`src/rtl/operand_ea_pkg.sv`:
```
package operand_ea_pkg;
  localparam int AW = 32;

  typedef enum logic [2:0] {
    M_REG = 3'd0,
    M_IMM = 3'd1,
    M_IND = 3'd2,
    M_DIR = 3'd3,
    M_IDX = 3'd4,
    M_PCR = 3'd5,
    M_SPR = 3'd6,
    M_RSV = 3'd7
  } mode_e;

  typedef enum logic [1:0] {
    D_NONE = 2'd0,
    D_BYTE = 2'd1,
    D_WORD = 2'd2,
    D_RSV  = 2'd3
  } dir_e;

  typedef enum logic [1:0] {
    C_OTHER = 2'd0,
    C_JUMP  = 2'd1,
    C_CALL  = 2'd2,
    C_MISC  = 2'd3
  } cls_e;

  typedef enum logic [2:0] {
    B_HL = 3'd0,
    B_BC = 3'd1,
    B_DE = 3'd2,
    B_IX = 3'd3,
    B_IY = 3'd4
  } base_e;

  typedef struct packed {
    logic [AW-1:0] addr;
    logic          io;
    logic          no_addr;
    logic          illegal;
  } ea_res_t;
endpackage

```
`src/rtl/operand_ea_ext.sv`:
```
// Widens the operand field per directive: sign-extended displacement and zero-extended address.
module operand_ea_ext #(
  parameter int AW  = 32,
  parameter int DW0 = 8,
  parameter int DW1 = 16,
  parameter int DW2 = 24,
  parameter int ZW0 = 16,
  parameter int ZW1 = 24,
  parameter int ZW2 = 32
) (
  input  logic [1:0]    dir_i,
  input  logic [AW-1:0] raw_i,
  output logic [AW-1:0] disp_o,
  output logic [AW-1:0] abs_o,
  output logic          bad_o
);
  import operand_ea_pkg::*;

  localparam int NLVL = 3;

  function automatic int sw_of(input int k);
    case (k)
      0:       return DW0;
      1:       return DW1;
      default: return DW2;
    endcase
  endfunction

  function automatic int zw_of(input int k);
    case (k)
      0:       return ZW0;
      1:       return ZW1;
      default: return ZW2;
    endcase
  endfunction

  logic [AW-1:0] sx [NLVL];
  logic [AW-1:0] zx [NLVL];

  for (genvar k = 0; k < NLVL; k++) begin : g_lvl
    localparam int SW = sw_of(k);
    localparam int ZW = zw_of(k);
    if (SW < AW) begin : g_sx
      assign sx[k] = {{(AW-SW){raw_i[SW-1]}}, raw_i[SW-1:0]};
    end else begin : g_sx_full
      assign sx[k] = raw_i;
    end
    if (ZW < AW) begin : g_zx
      assign zx[k] = {{(AW-ZW){1'b0}}, raw_i[ZW-1:0]};
    end else begin : g_zx_full
      assign zx[k] = raw_i;
    end
  end

  always_comb begin
    bad_o  = 1'b0;
    disp_o = '0;
    abs_o  = '0;
    unique case (dir_e'(dir_i))
      D_NONE: begin disp_o = sx[0]; abs_o = zx[0]; end
      D_BYTE: begin disp_o = sx[1]; abs_o = zx[1]; end
      D_WORD: begin disp_o = sx[2]; abs_o = zx[2]; end
      D_RSV:  bad_o = 1'b1;
    endcase
  end
endmodule

```
`src/rtl/operand_ea_base.sv`:
```
// Base register selection and per-mode legality.
module operand_ea_base #(
  parameter int AW = 32
) (
  input  logic [2:0]    mode_i,
  input  logic [2:0]    sel_i,
  input  logic [1:0]    class_i,
  input  logic          io_space_i,
  input  logic [AW-1:0] hl_i,
  input  logic [AW-1:0] bc_i,
  input  logic [AW-1:0] de_i,
  input  logic [AW-1:0] ix_i,
  input  logic [AW-1:0] iy_i,
  input  logic [AW-1:0] sp_i,
  input  logic [AW-1:0] pc_i,
  output logic [AW-1:0] base_o,
  output logic          bad_o,
  output logic          io_o
);
  import operand_ea_pkg::*;

  cls_e  cls;
  logic  is_jump;
  logic  is_branch;

  assign cls       = cls_e'(class_i);
  assign is_jump   = (cls == C_JUMP);
  assign is_branch = (cls == C_JUMP) || (cls == C_CALL);

  always_comb begin
    base_o = '0;
    bad_o  = 1'b0;
    io_o   = 1'b0;
    unique case (mode_e'(mode_i))
      M_IND: begin
        if (io_space_i) begin
          base_o = bc_i;   // I/O indirect is always through BC
          io_o   = 1'b1;
        end else begin
          case (sel_i)
            B_HL:    base_o = hl_i;
            B_BC:    base_o = bc_i;
            B_DE:    base_o = de_i;
            B_IX:    begin base_o = ix_i; bad_o = !is_jump; end
            B_IY:    begin base_o = iy_i; bad_o = !is_jump; end
            default: bad_o = 1'b1;
          endcase
        end
      end
      M_DIR: io_o = io_space_i;
      M_IDX: begin
        case (sel_i)
          B_IX:    base_o = ix_i;
          B_IY:    base_o = iy_i;
          default: bad_o = 1'b1;
        endcase
      end
      M_PCR: begin
        base_o = pc_i;
        bad_o  = !is_branch;
      end
      M_SPR: base_o = sp_i;
      M_RSV: bad_o = 1'b1;
      M_REG, M_IMM: ;
    endcase
  end
endmodule

```
`src/rtl/operand_ea_gen.sv`:
```
module operand_ea_gen #(
  parameter int AW = operand_ea_pkg::AW
) (
  input  logic          clk_i,
  input  logic          rst_ni,
  input  logic          req_valid_i,
  input  logic [2:0]    mode_i,
  input  logic [2:0]    sel_i,
  input  logic [1:0]    class_i,
  input  logic [1:0]    dir_i,
  input  logic          io_space_i,
  input  logic [AW-1:0] oper_i,
  input  logic [AW-1:0] hl_i,
  input  logic [AW-1:0] bc_i,
  input  logic [AW-1:0] de_i,
  input  logic [AW-1:0] ix_i,
  input  logic [AW-1:0] iy_i,
  input  logic [AW-1:0] sp_i,
  input  logic [AW-1:0] pc_i,
  output logic          valid_o,
  output logic [AW-1:0] addr_o,
  output logic          io_o,
  output logic          no_addr_o,
  output logic          illegal_o
);
  import operand_ea_pkg::*;

  logic [AW-1:0] disp, absa, base;
  logic          dir_bad, base_bad, base_io;
  ea_res_t       res_d, res_q;
  logic          valid_q;

  operand_ea_ext #(.AW(AW)) u_ext (
    .dir_i  (dir_i),
    .raw_i  (oper_i),
    .disp_o (disp),
    .abs_o  (absa),
    .bad_o  (dir_bad)
  );

  operand_ea_base #(.AW(AW)) u_base (
    .mode_i     (mode_i),
    .sel_i      (sel_i),
    .class_i    (class_i),
    .io_space_i (io_space_i),
    .hl_i       (hl_i),
    .bc_i       (bc_i),
    .de_i       (de_i),
    .ix_i       (ix_i),
    .iy_i       (iy_i),
    .sp_i       (sp_i),
    .pc_i       (pc_i),
    .base_o     (base),
    .bad_o      (base_bad),
    .io_o       (base_io)
  );

  always_comb begin
    res_d = '0;
    unique case (mode_e'(mode_i))
      M_REG, M_IMM:        res_d.no_addr = 1'b1;
      M_IND:               res_d.addr = base;
      M_DIR:               res_d.addr = absa;
      M_IDX, M_PCR, M_SPR: res_d.addr = base + disp;
      M_RSV:               ;
    endcase
    res_d.io = base_io;
    // illegality overrides everything else
    if (dir_bad || base_bad) begin
      res_d         = '0;
      res_d.illegal = 1'b1;
    end
  end

  always_ff @(posedge clk_i or negedge rst_ni) begin
    if (!rst_ni) begin
      valid_q <= 1'b0;
      res_q   <= '0;
    end else begin
      valid_q <= req_valid_i;
      if (req_valid_i) res_q <= res_d;
    end
  end

  assign valid_o   = valid_q;
  assign addr_o    = res_q.addr;
  assign io_o      = res_q.io;
  assign no_addr_o = res_q.no_addr;
  assign illegal_o = res_q.illegal;
endmodule

```
`config.mk`:
```
export PLATFORM = sky130hd
export DESIGN_NAME = operand_ea_gen
export DESIGN_NICKNAME = d
export VERILOG_FILES = /design/src/rtl/operand_ea_pkg.sv /design/src/rtl/operand_ea_ext.sv /design/src/rtl/operand_ea_base.sv /design/src/rtl/operand_ea_gen.sv
export SDC_FILE = /design/constraint.sdc
export NUM_CORES = 1
export LEC_CHECK = 0
export ABC_AREA = 1
export BUFFER_PORTS_ARGS = -buffer_cell sky130_fd_sc_hd__buf_2
export CAP_MARGIN = 20
export CORE_ASPECT_RATIO = 1.1
export CORE_MARGIN = 2
export CORE_UTILIZATION = 35
export DETAILED_ROUTE_END_ITERATION = 10
export PLACE_DENSITY_LB_ADDON = 0.1
export SYNTH_ARGS = -nofsm -noshare
export SYNTH_HDL_FRONTEND = slang
export SYNTH_SLANG_ARGS = --single-unit
```
`constraint.sdc`:
```
create_clock -name clk_i -period 0.8 [get_ports clk_i]
set_input_delay 0.08 -clock clk_i [delete_from_list [all_inputs] [get_ports clk_i]]
set_output_delay 0.08 -clock clk_i [all_outputs]
set_load 0.05 [all_outputs]
```
==> results of run 1 <==
-- worst max-delay path by stage --
stage	cells past startpoint	start	endpoint	slack (ps)
after detailed placement	23	sel_i[1]	addr_o[31]	-2410
after CTS	26	sel_i[2]	addr_o[20]	-1930
after global routing	24	sel_i[1]	addr_o[24]	-2180
after floorplan	28	sel_i[2]	addr_o[20]	-2150
final	25	sel_i[0]	addr_o[8]	-1990
after global placement	21	sel_i[2]	addr_o[31]	-2370
-- synth_stat cells, types with 7 or more instances --
cell type	instances	area [um2]
inv_1	141	529.3
a21oi_1	110	550.5
nand4_1	28	175.2
nand3_1	129	645.6
clkbuf_1	41	153.9
ha_1	30	375.4
nand2_1	330	1239
nand2_2	7	43.79
nor2_1	51	191.4
nor3_1	11	55.05
nand3_2	8	80.08
o21ai_0	115	575.6
o21ai_1	11	55.05
o2111ai_1	8	70.07
dfrtp_1	36	900.9
-- what timing repair did --
item | CTS | global route
buffers inserted | 52 | 30
endpoints found under the setup margin | 71 | 71
hold buffers | 2 | 0
gates resized for setup | 286 | 113
pin swaps | 65 | 61
hold endpoints to repair | 37 | 0
cloned | 7 | 1
-- cell type report --
cell class | count | area, um2 | area share, %
inverter | 149 | 571.8 | 4.643
clock buffer | 6 | 128.9 | 1.047
tap | 238 | 297.8 | 2.418
antenna | 5 | 12.51 | 0.1016
sequential | 36 | 900.9 | 7.316
timing repair buffer | 638 | 4711 | 38.25
multi-input combinational | 895 | 5657 | 45.94
clock inverter | 2 | 35.03 | 0.2845
-- layer usage --
| metal | global-route usage, % | up-vias | wire, um |
|---|---|---|---|
| met4 | 13.10 | 0 | 1530 |
| met3 | 3.891 | 100 | 2258 |
| li1 | - | 4998 | - |
| met1 | 40.55 | 4801 | 13810 |
| met5 | 0 | - | 0 |
| met2 | 65.36 | 513 | 17480 |
-- registers in the layout (all words and copies together) (netlist names) --
| name | count |
|---|---|
| valid_o | 1 |
| illegal_o | 1 |
| io_o | 1 |
| addr_o | 32 |
| no_addr_o | 1 |
-- kinds of logic (layout without fill, tap and decap cells) --
family / count (synthesis) / count (layout) / synth area share (%)
other: 0 / 5 / 0
adders and majority gates: 31 / 31 / 6.296
xor gates and xnor gates: 3 / 3 / 0.4185
AOI/OAI and AO/OA: 286 / 286 / 25.66
and+or+nand+nor: 575 / 575 / 40.37
DFF: 36 / 36 / 14.35
buffers and inverters: 205 / 795 / 12.91
-- per-stage QoR --
| step | utilization (%) | power, mW | TNS [ps] |
|---|---|---|---|
| 2_1_floorplan | - | 4.914 | -63190 |
| 5_1_grt | 69.89 | 12.42 | -69830 |
| 6_report | 69.92 | 11.82 | -63920 |
| 3_5_place_dp | 56.16 | 7.740 | -72340 |
| 3_3_place_gp | 56.16 | 7.721 | -70940 |
| 4_1_cts | 65.82 | 11.12 | -61100 |
-- worst max-delay path: cells and delay by family --
family	cells	cell delay (ps)
xor gates and xnor gates	1	160
buffers and inverters	7	750
adders and majority gates	2	550
AOI/OAI and AO/OA	7	790
and+or+nand+nor	8	670
-- report_power, final --
part           switching, mW  internal, mW  total [mW]
combinational           3.99          3.55        7.54
clock                  0.772          1.47        2.24
sequential            0.0924          1.95        2.04
==> run_results.csv, run 1 <==
group,metric,value,unit
critical_path,worstSetupEndpointType,"flip-flop",
route,routedWlPerCell,17.81,um
critical_path,path_common_cell,"nand2_1",
critical_path,start_kind,"input pin",
critical_path,cpPeakStageDelay,330,ps
sta,slew_viol_final,0,
sta,rsz0062_at_grt,"true",
finish,final_cell_mix,"299 x nand2_1, 289 x buf_4, 266 x buf_2, 135 x inv_1, 109 x nand3_1",
die,die_h,144.5,um
min_path,whs_endpoint,"illegal_o",
route,vias_per_cell,5.288,
synthesis,syn_avg_cell_area,5.528,um2
critical_path,cp.required,1030,ps
finish,finalNetCount,2026,
sta,fin_ws,-1987,ps
critical_path,crit_fanout,7,
global_route,antenna_found_initial,4,
sta,fin_crit_sh,348.4,%
synthesis,synthFlopType,"dfrtp_1",
synthesis,yosys_register_bits,36,
die,core_area,17610,um2
finish,fill_cells,1601,
run,drv_cap,0,
clock_network,cts-buffers-inserted,5,
min_path,holdPathStages,3,
route,drt-total-wl,35080,um
placement,placed_area,9891,um2
die,io_pins,306,
critical_path,r2r_cells,4,
placement,hpwlAfterDp,26650,um
min_path,hold_path_class,"input pin to flip-flop",
global_route,grt_max_degree,37,
clock_network,cts_tree,"done",
clock_network,insertion_delay,290,ps
synthesis,synth_cell_type_count,48,
route,num_vias,10412,
global_route,grt_usage,34.70,%
finish,design_area,12310,um2
synthesis,syn_area,6280,um2
finish,drive_gt1_share,51.22,%
critical_path,critPathArrivalTime,3020,ps
synthesis,synthCells,1136,
finish,syn_to_final_growth,96.09,%
outcome,violations,"setup timing",
finish,final_common_cell,"nand2_1",
sta,hold_viol_final,0,
synthesis,ys_async_sr_fraction,100.0,%
sta,worstMarginPinSlew,438.8,ps
critical_path,rr_endpoint,"addr_o[4]",
placement,dp_slack,-2411,ps
critical_path,r2r_setup_slack,-90,ps
die,die_area,19030,um2
global_route,grt_overflow_total,0,
sta,setup_violations,71,
clock_network,clk_pin_slew,60,ps
synthesis,synth_fp_nets,1437,
clock_network,cts_root_buf,"clkbuf_16",
pwr,vdd_drop_max,868.3,uV
pwr,p_leak,6.639,nW
min_path,worstHoldStart,"req_valid_i",
clock_network,htree_levels,2,
synthesis,synth_edf_count,0,
synthesis,yosys_warnings,0,
finish,layout.cells.non_filler,1969,
sta,finClkSkew,0,ps
global_route,grt_first_pass_wirelength,51920,um
sta,slew_headroom,70.44,%
sta,period_needed,2787,ps
clock_network,clock_path_buffers,2,
route,route.detailed.drc,0,
global_route,grt_pass1_vias,10169,
route,ant_nets,0,
sta,fmax,358.8,MHz
placement,dpl.cell_count,1867,
placement,place_congestion,0.9586,
placement,io_buffers,305,
die,die_w,131.7,um
critical_path,r2r-start,"addr_o[4]",
die,rows,51,
sta,hold-worst-slack,80.16,ps
critical_path,worst_path_max_delay_cell,"fa_2",
synthesis,synth_seq_area_share,14.35,%
route,drtPass1Iterations,5,
critical_path,worstSetupPathType,"input pin to flip-flop",
outcome,status,"finished, violations left",
route,drtIter0Drc,791,
clock_network,cts_sinks,36,
pwr,p_per_area,959.5,nW/um2
die,initial_utilization,35.66,%
Power figures use the tool's default switching activity.
==> run 2: changes to the inputs <==
--- a/config.mk
+++ b/config.mk
@@ -15,4 +15,5 @@
 export PLACE_DENSITY_LB_ADDON = 0.1
 export SYNTH_ARGS = -nofsm -noshare
 export SYNTH_HDL_FRONTEND = slang
+export SYNTH_HIERARCHICAL = 1
 export SYNTH_SLANG_ARGS = --single-unit
==> constraint.sdc (replaced) <==
create_clock -name clk_i -period 3.3 [get_ports clk_i]
set_input_delay 0.33 -clock clk_i [delete_from_list [all_inputs] [get_ports clk_i]]
set_output_delay 0.33 -clock clk_i [all_outputs]
set_load 0.05 [all_outputs]
==> run_results.csv, run 2 <==
group,metric,value,unit
finish,drive_gt1_share,22.86,%
synthesis,syn_avg_cell_area,5.282,um2
placement,hpwlAfterDp,29030,um
critical_path,r2r-start,"addr_o[8]",
finish,finalNetCount,2004,
die,core_area,21300,um2
clock_network,clk_pin_slew,70,ps
die,die_h,158.4,um
synthesis,synth_cell_type_count,45,
route,drtIter0Drc,781,
clock_network,postCtsHoldBufs,0,
clock_network,cts_resized,0,
global_route,grt_first_pass_wirelength,52850,um
route,route.detailed.drc,0,
critical_path,worstSetupEndpointType,"flip-flop",
die,initial_utilization,35.61,%
sta,finClkSkew,0,ps
clock_network,htree_levels,2,
clock_network,cts_root_buf,"clkbuf_16",
sta,fmax,346.4,MHz
finish,syn_to_final_growth,25.55,%
run,drv_cap,0,
global_route,grt_overflow_total,0,
sta,slew_viol_final,0,
die,rows,56,
route,num_vias,10381,
synthesis,synth_compound_area_share,14.68,%
finish,regArea,900.9,um2
sta,setup_tns,0,ps
global_route,antenna_found_initial,4,
synthesis,synth_seq_area_share,11.88,%
synthesis,synthAdderAreaFrac,5.543,%
die,die_area,22870,um2
synthesis,synthMuxAreaShare,0,%
critical_path,critPathArrivalTime,3070,ps
synthesis,synthFlopType,"dfrtp_1",
clock_network,insertion_delay,300,ps
synthesis,synth-xor-area-share,0.3464,%
placement,io_buffers,305,
synthesis,ys_async_sr_fraction,100.0,%
synthesis,yosys_warnings,6,
clock_network,post_cts_buffers,0,
pwr,vdd_drop_max,167.2,uV
synthesis,synth_area_leaders,"nand2_1 26%, dfrtp_1 12%, nand3_1 11%",
finish,largest_reg_flops,32,
clock_network,clock_path_buffers,2,
critical_path,cp.required,3480,ps
finish,final_cell_mix,"532 x nand2_1, 305 x buf_2, 211 x inv_1, 168 x nand3_1, 68 x nor2_1",
synthesis,synth_fp_nets,1739,
sta,hold_viol_final,0,
synthesis,yosys-top-cells-count,"532 x nand2_1, 211 x inv_1, 168 x nand3_1, 69 x nor2_1, 67 x nand4_1",
global_route,grt_usage,30.22,%
sta,period_needed,2887,ps
finish,layout.cells.non_filler,1996,
critical_path,crit_fanout,65,
die,die_w,144.4,um
finish,final_core_util,44.71,%
route,drtPass1Iterations,5,
pwr,p_leak,6.068,nW
synthesis,yosys.area_share.simple,49.04,%
outcome,status,"finished clean",
sta,worstMarginPinSlew,954.3,ps
sta,fin_crit_sh,87.48,%
synthesis,synth_edf_count,0,
synthesis,synth_top_area_cell,"nand2_1",
critical_path,start_kind,"input pin",
synthesis,synth_most_common_cell,"nand2_1",
finish,fill_cells,2479,
synthesis,synthCells,1436,
clock_network,cts_sinks,36,
sta,rsz0062_at_grt,"false",
placement,dpl.cell_count,1984,
synthesis,synth_top_family_by_area,"simple AND/OR/NAND/NOR gates",
critical_path,r2r_cells,1,
critical_path,r2r_setup_slack,2530,ps
pwr,p_per_area,241.6,nW/um2
clock_network,cts-buffers-inserted,5,
sta,setup_violations,0,
route,vias_per_cell,5.201,
synthesis,yosys_register_bits,36,
synthesis,syn_area,7585,um2
global_route,grt_pass1_vias,9559,
critical_path,rr_endpoint,"addr_o[8]",
min_path,hold_path_class,"input pin to async pin",
placement,place_congestion,0.9494,
global_route,grt_max_degree,66,
route,drt-total-wl,35500,um
critical_path,worstSetupPathType,"input pin to flip-flop",
pwr,power.total,2.300,mW
finish,multi_input_area,5293,um2
sta,slew_headroom,36.38,%
route,ant_nets,0,
clock_network,cts_tree,"done",
finish,final_common_cell,"nand2_1",
synthesis,synth_top_area_share,26.33,%
die,io_pins,306,
route,routedWlPerCell,17.78,um
==> run 2: cell types whose count changed in the layout (fill, tap and decap cells not counted), moves of 54 or more <==
cell	before	now
nand3_1	109	168
buf_4	289	34
a21oi_2	55	1
nand2_1	299	532
inv_1	135	211
buf_6	57	0
==> run 2: power by group <==
| group | total, mW | switching, mW | internal, mW |
|---|---|---|---|
| Clock | 0.502 | 0.220 | 0.282 |
| Sequential | 0.492 | 0.0218 | 0.470 |
| Combinational | 1.31 | 0.856 | 0.451 |
| Total | 2.30 | 1.10 | 1.20 |
==> run 2: per-stage QoR <==
stage	hold WS, ps	instance area, um2	setup slack [ps]
6_report	175.8	9523	413.0
2_1_floorplan	34.41	7585	511.0
4_1_cts	191.0	9513	442.8
3_3_place_gp	457.3	9364	190.8
5_1_grt	203.0	9520	133.9
3_5_place_dp	467.4	9364	152.2
==> run 2: final cells by class <==
class                      count  area share (%)
clock buffer                   5           1.314
tap                          290           3.810
sequential                    36           9.460
multi-input combinational   1088           55.58
clock inverter                 3          0.2496
inverter                     222           8.882
antenna                        4          0.1051
timing repair buffer         348           20.60
==> run 2: cells by family (layout without fill, tap and decap cells) <==
family,count (synthesis),after routing
other cells,0,4
fa+ha+maj,33,33
xor+xnor,3,3
buf+inv,312,578
simple gates,864,864
flops,36,36
compound gates,188,188
==> run 2: worst max path at each step <==
| stage | end | depth (start not counted) | startpoint |
|---|---|---|---|
| finish | addr_o[28] | 24 | sel_i[1] |
| detailed placement | addr_o[28] | 24 | sel_i[1] |
| global route | addr_o[24] | 24 | sel_i[1] |
| global placement | addr_o[25] | 21 | sel_i[2] |
| CTS | addr_o[28] | 24 | sel_i[1] |
| floorplan | addr_o[16] | 25 | sel_i[0] |
==> run 2: per-layer routing <==
| layer | routed length (um) | GRT usage (%) | vias to the layer above |
|---|---|---|---|
| met3 | 2359 | 3.068 | 44 |
| met1 | 15390 | 40.54 | 4750 |
| met5 | 7 | 0 | - |
| met2 | 16890 | 51.52 | 422 |
| li1 | - | - | 5163 |
| met4 | 852 | 8.414 | 2 |
==> run 2: worst max-delay path: stages <==
cell and delay, ps:
buf_2 160, nor2_4 150, buf_12 280, nand3_1 110, nand2_1 110, o21ai_1 70
nand2_1 60, nand2_1 50, nand2_1 130, ha_1 190, inv_1 50, fa_1 410
inv_1 110, nand3_1 70, nand3_1 140, nand3_1 110, nand3_2 120, nand2_1 90
nand2_1 70, nand2_1 50, nand3_1 60, nand2_1 50, nand2_1 50, nand2_1 50
==> run 3: changes to the inputs <==
--- a/config.mk
+++ b/config.mk
@@ -13,6 +13,7 @@
 export CORE_UTILIZATION = 35
 export DETAILED_ROUTE_END_ITERATION = 10
 export PLACE_DENSITY_LB_ADDON = 0.1
+export REMOVE_ABC_BUFFERS = 1
 export SYNTH_ARGS = -nofsm -noshare
 export SYNTH_HDL_FRONTEND = slang
 export SYNTH_HIERARCHICAL = 1
==> run_results.csv, run 3 (same netlist as run 2, synthesis figures left out) <==
group,metric,value,unit
outcome,status,"finished clean",
finish,layout.cells.non_filler,1997,
finish,final_common_cell,"nand2_1",
die,core_area,21300,um2
placement,hpwlAfterDp,26370,um
sta,rsz0062_at_grt,"false",
die,die_h,158.4,um
clock_network,insertion_delay,290,ps
sta,period_needed,2925,ps
finish,design_area,9533,um2
pwr,switching_share,45.32,%
sta,setup_violations,0,
global_route,grt_max_degree,58,
route,vias_per_cell,5.120,
sta,fin_crit_sh,88.63,%
run,drv_cap,0,
pwr,sequentialPowerShare,21.0,%
clock_network,clock_path_buffers,2,
critical_path,cp.required,3480,ps
global_route,use_met3,3.699,%
route,drtPass1Iterations,5,
sta,slew_headroom,35.49,%
route,num_vias,10225,
sta,hold_viol_final,0,
finish,drive_gt1_share,22.61,%
clock_network,post_cts_buffers,0,
critical_path,worstSetupEndpointType,"flip-flop",
critical_path,worst_path_max_delay_cell,"fa_1",
placement,dp_slack,127.7,ps
critical_path,critPathArrivalTime,3110,ps
pwr,power_frac_comb,54.6,%
global_route,antenna_found_initial,8,
clock_network,cts_root_buf,"clkbuf_16",
sta,slew_viol_final,0,
route,route.detailed.drc,0,
finish,largest_reg_flops,32,
sta,finClkSkew,0,ps
sta,worstMarginPinSlew,967.7,ps
global_route,grt_busiest_layer,"met2",
global_route,grtUsageMet2,45.68,%
pwr,switchingPower,1.050,mW
clock_network,cts_tree,"done",
pwr,p_int,1.267,mW
critical_path,cpPeakStageDelay,400,ps
global_route,grt_usage,27.54,%
min_path,hold_path_class,"input pin to async pin",
sta,fin_ws,375.1,ps
pwr,pwr-share-clk,24.4,%
route,ant_nets,0,
pwr,vdd_drop_max,185.4,uV
finish,finalNetCount,2000,
critical_path,worstSetupPathType,"input pin to flip-flop",
placement,dpl.cell_count,1980,
die,initial_utilization,35.61,%
clock_network,cts_sinks,36,
placement,placed_area,9346,um2
critical_path,crit_fanout,17,
sta,fmax,341.9,MHz
die,die_w,144.4,um
die,rows,56,
clock_network,cts-buffers-inserted,5,
route,routedWlPerCell,16.41,um
placement,place_congestion,0.9905,
critical_path,cp-startpoint,"sel_i[1]",
route,drt-total-wl,32770,um
global_route,grt_pass1_vias,9296,
route,drtIter0Drc,770,
pwr,power.total,2.317,mW
finish,final_cell_mix,"532 x nand2_1, 305 x buf_2, 211 x inv_1, 168 x nand3_1, 68 x nor2_1",
critical_path,r2r-start,"addr_o[8]",
pwr,p_per_area,243.1,nW/um2
pwr,p_leak,6.066,nW
clock_network,cts_resized,0,
global_route,use_met1,36.39,%
die,io_pins,306,
clock_network,postCtsHoldBufs,0,
critical_path,start_kind,"input pin",
finish,syn_to_final_growth,25.68,%
clock_network,htree_levels,2,
die,die_area,22870,um2
clock_network,clk_pin_slew,70,ps
global_route,grt_overflow_total,0,
global_route,grt_first_pass_wirelength,48970,um
critical_path,path_common_cell,"nand2_1",
placement,io_buffers,305,
critical_path,path_cells,"buf_2, nor2_4, buf_4, nand3_1, nand2_1, o21ai_1, nand2_1, nand2_1, nand2_1, ha_1, inv_1, fa_1, inv_1, nand3_1, nand3_1, nand2_1, nand2_1, nand3_1, nand2_1, nand2_1, nand3_1, nand3_1, nand2_1, nand2_1",
## run 3: area by class of cell
class / count / area, um2
antenna: 9 / 22.52
timing repair buffer: 344 / 1944
tap: 290 / 362.8
sequential: 36 / 900.9
inverter: 222 / 845.8
clock inverter: 2 / 35.03
multi-input combinational: 1088 / 5293
fill: 2519 / 11770
clock buffer: 6 / 128.9
## run 3: final timing paths
check                             end  slack, ps  cells after the start
max in group asynchronous  addr_o[17]       2500                      1
setup reg to reg            addr_o[8]       2560                      1
hold / removal             addr_o[22]        180                      1
hold reg to reg            addr_o[19]        470                      2
setup / recovery           addr_o[16]        380                     24
min in group clk_i            valid_o        200                      1
## run 3: routing by layer
metal  vias up  part of all wire (%)
met1      4541                    42
met5         -                     0
li1       5169                     -
met2       462                    47
met3        53                   8.5
met4         0                   3.0
## run 3: through the flow
| step | hold WS [ps] | setup TNS [ps] | util (%) |
|---|---|---|---|
| finish | 179.6 | 0 | 44.75 |
| CTS | 199.8 | 0 | 44.65 |
| detailed placement | 460.8 | 0 | 43.88 |
| global placement | 458.1 | 0 | 43.88 |
| global route | 210.3 | 0 | 44.70 |
| floorplan | 34.41 | -30600 | - |
## run 3: worst max-delay path, delay by kind of cell
kind / cells / cell delay, ps
and+or+nand+nor: 17 / 1540
adders and majority gates: 2 / 590
buffers and inverters: 4 / 570
AOI/OAI and AO/OA: 1 / 70
## run 3: power groups by stage
stage,Sequential (mW),Clock [mW],Combinational [mW]
floorplan,0.595,0,0.624
global placement,0.494,0,1.25
detailed placement,0.494,0,1.25
CTS,0.486,0.578,1.25
global route,0.490,0.581,1.40
finish,0.486,0.565,1.27
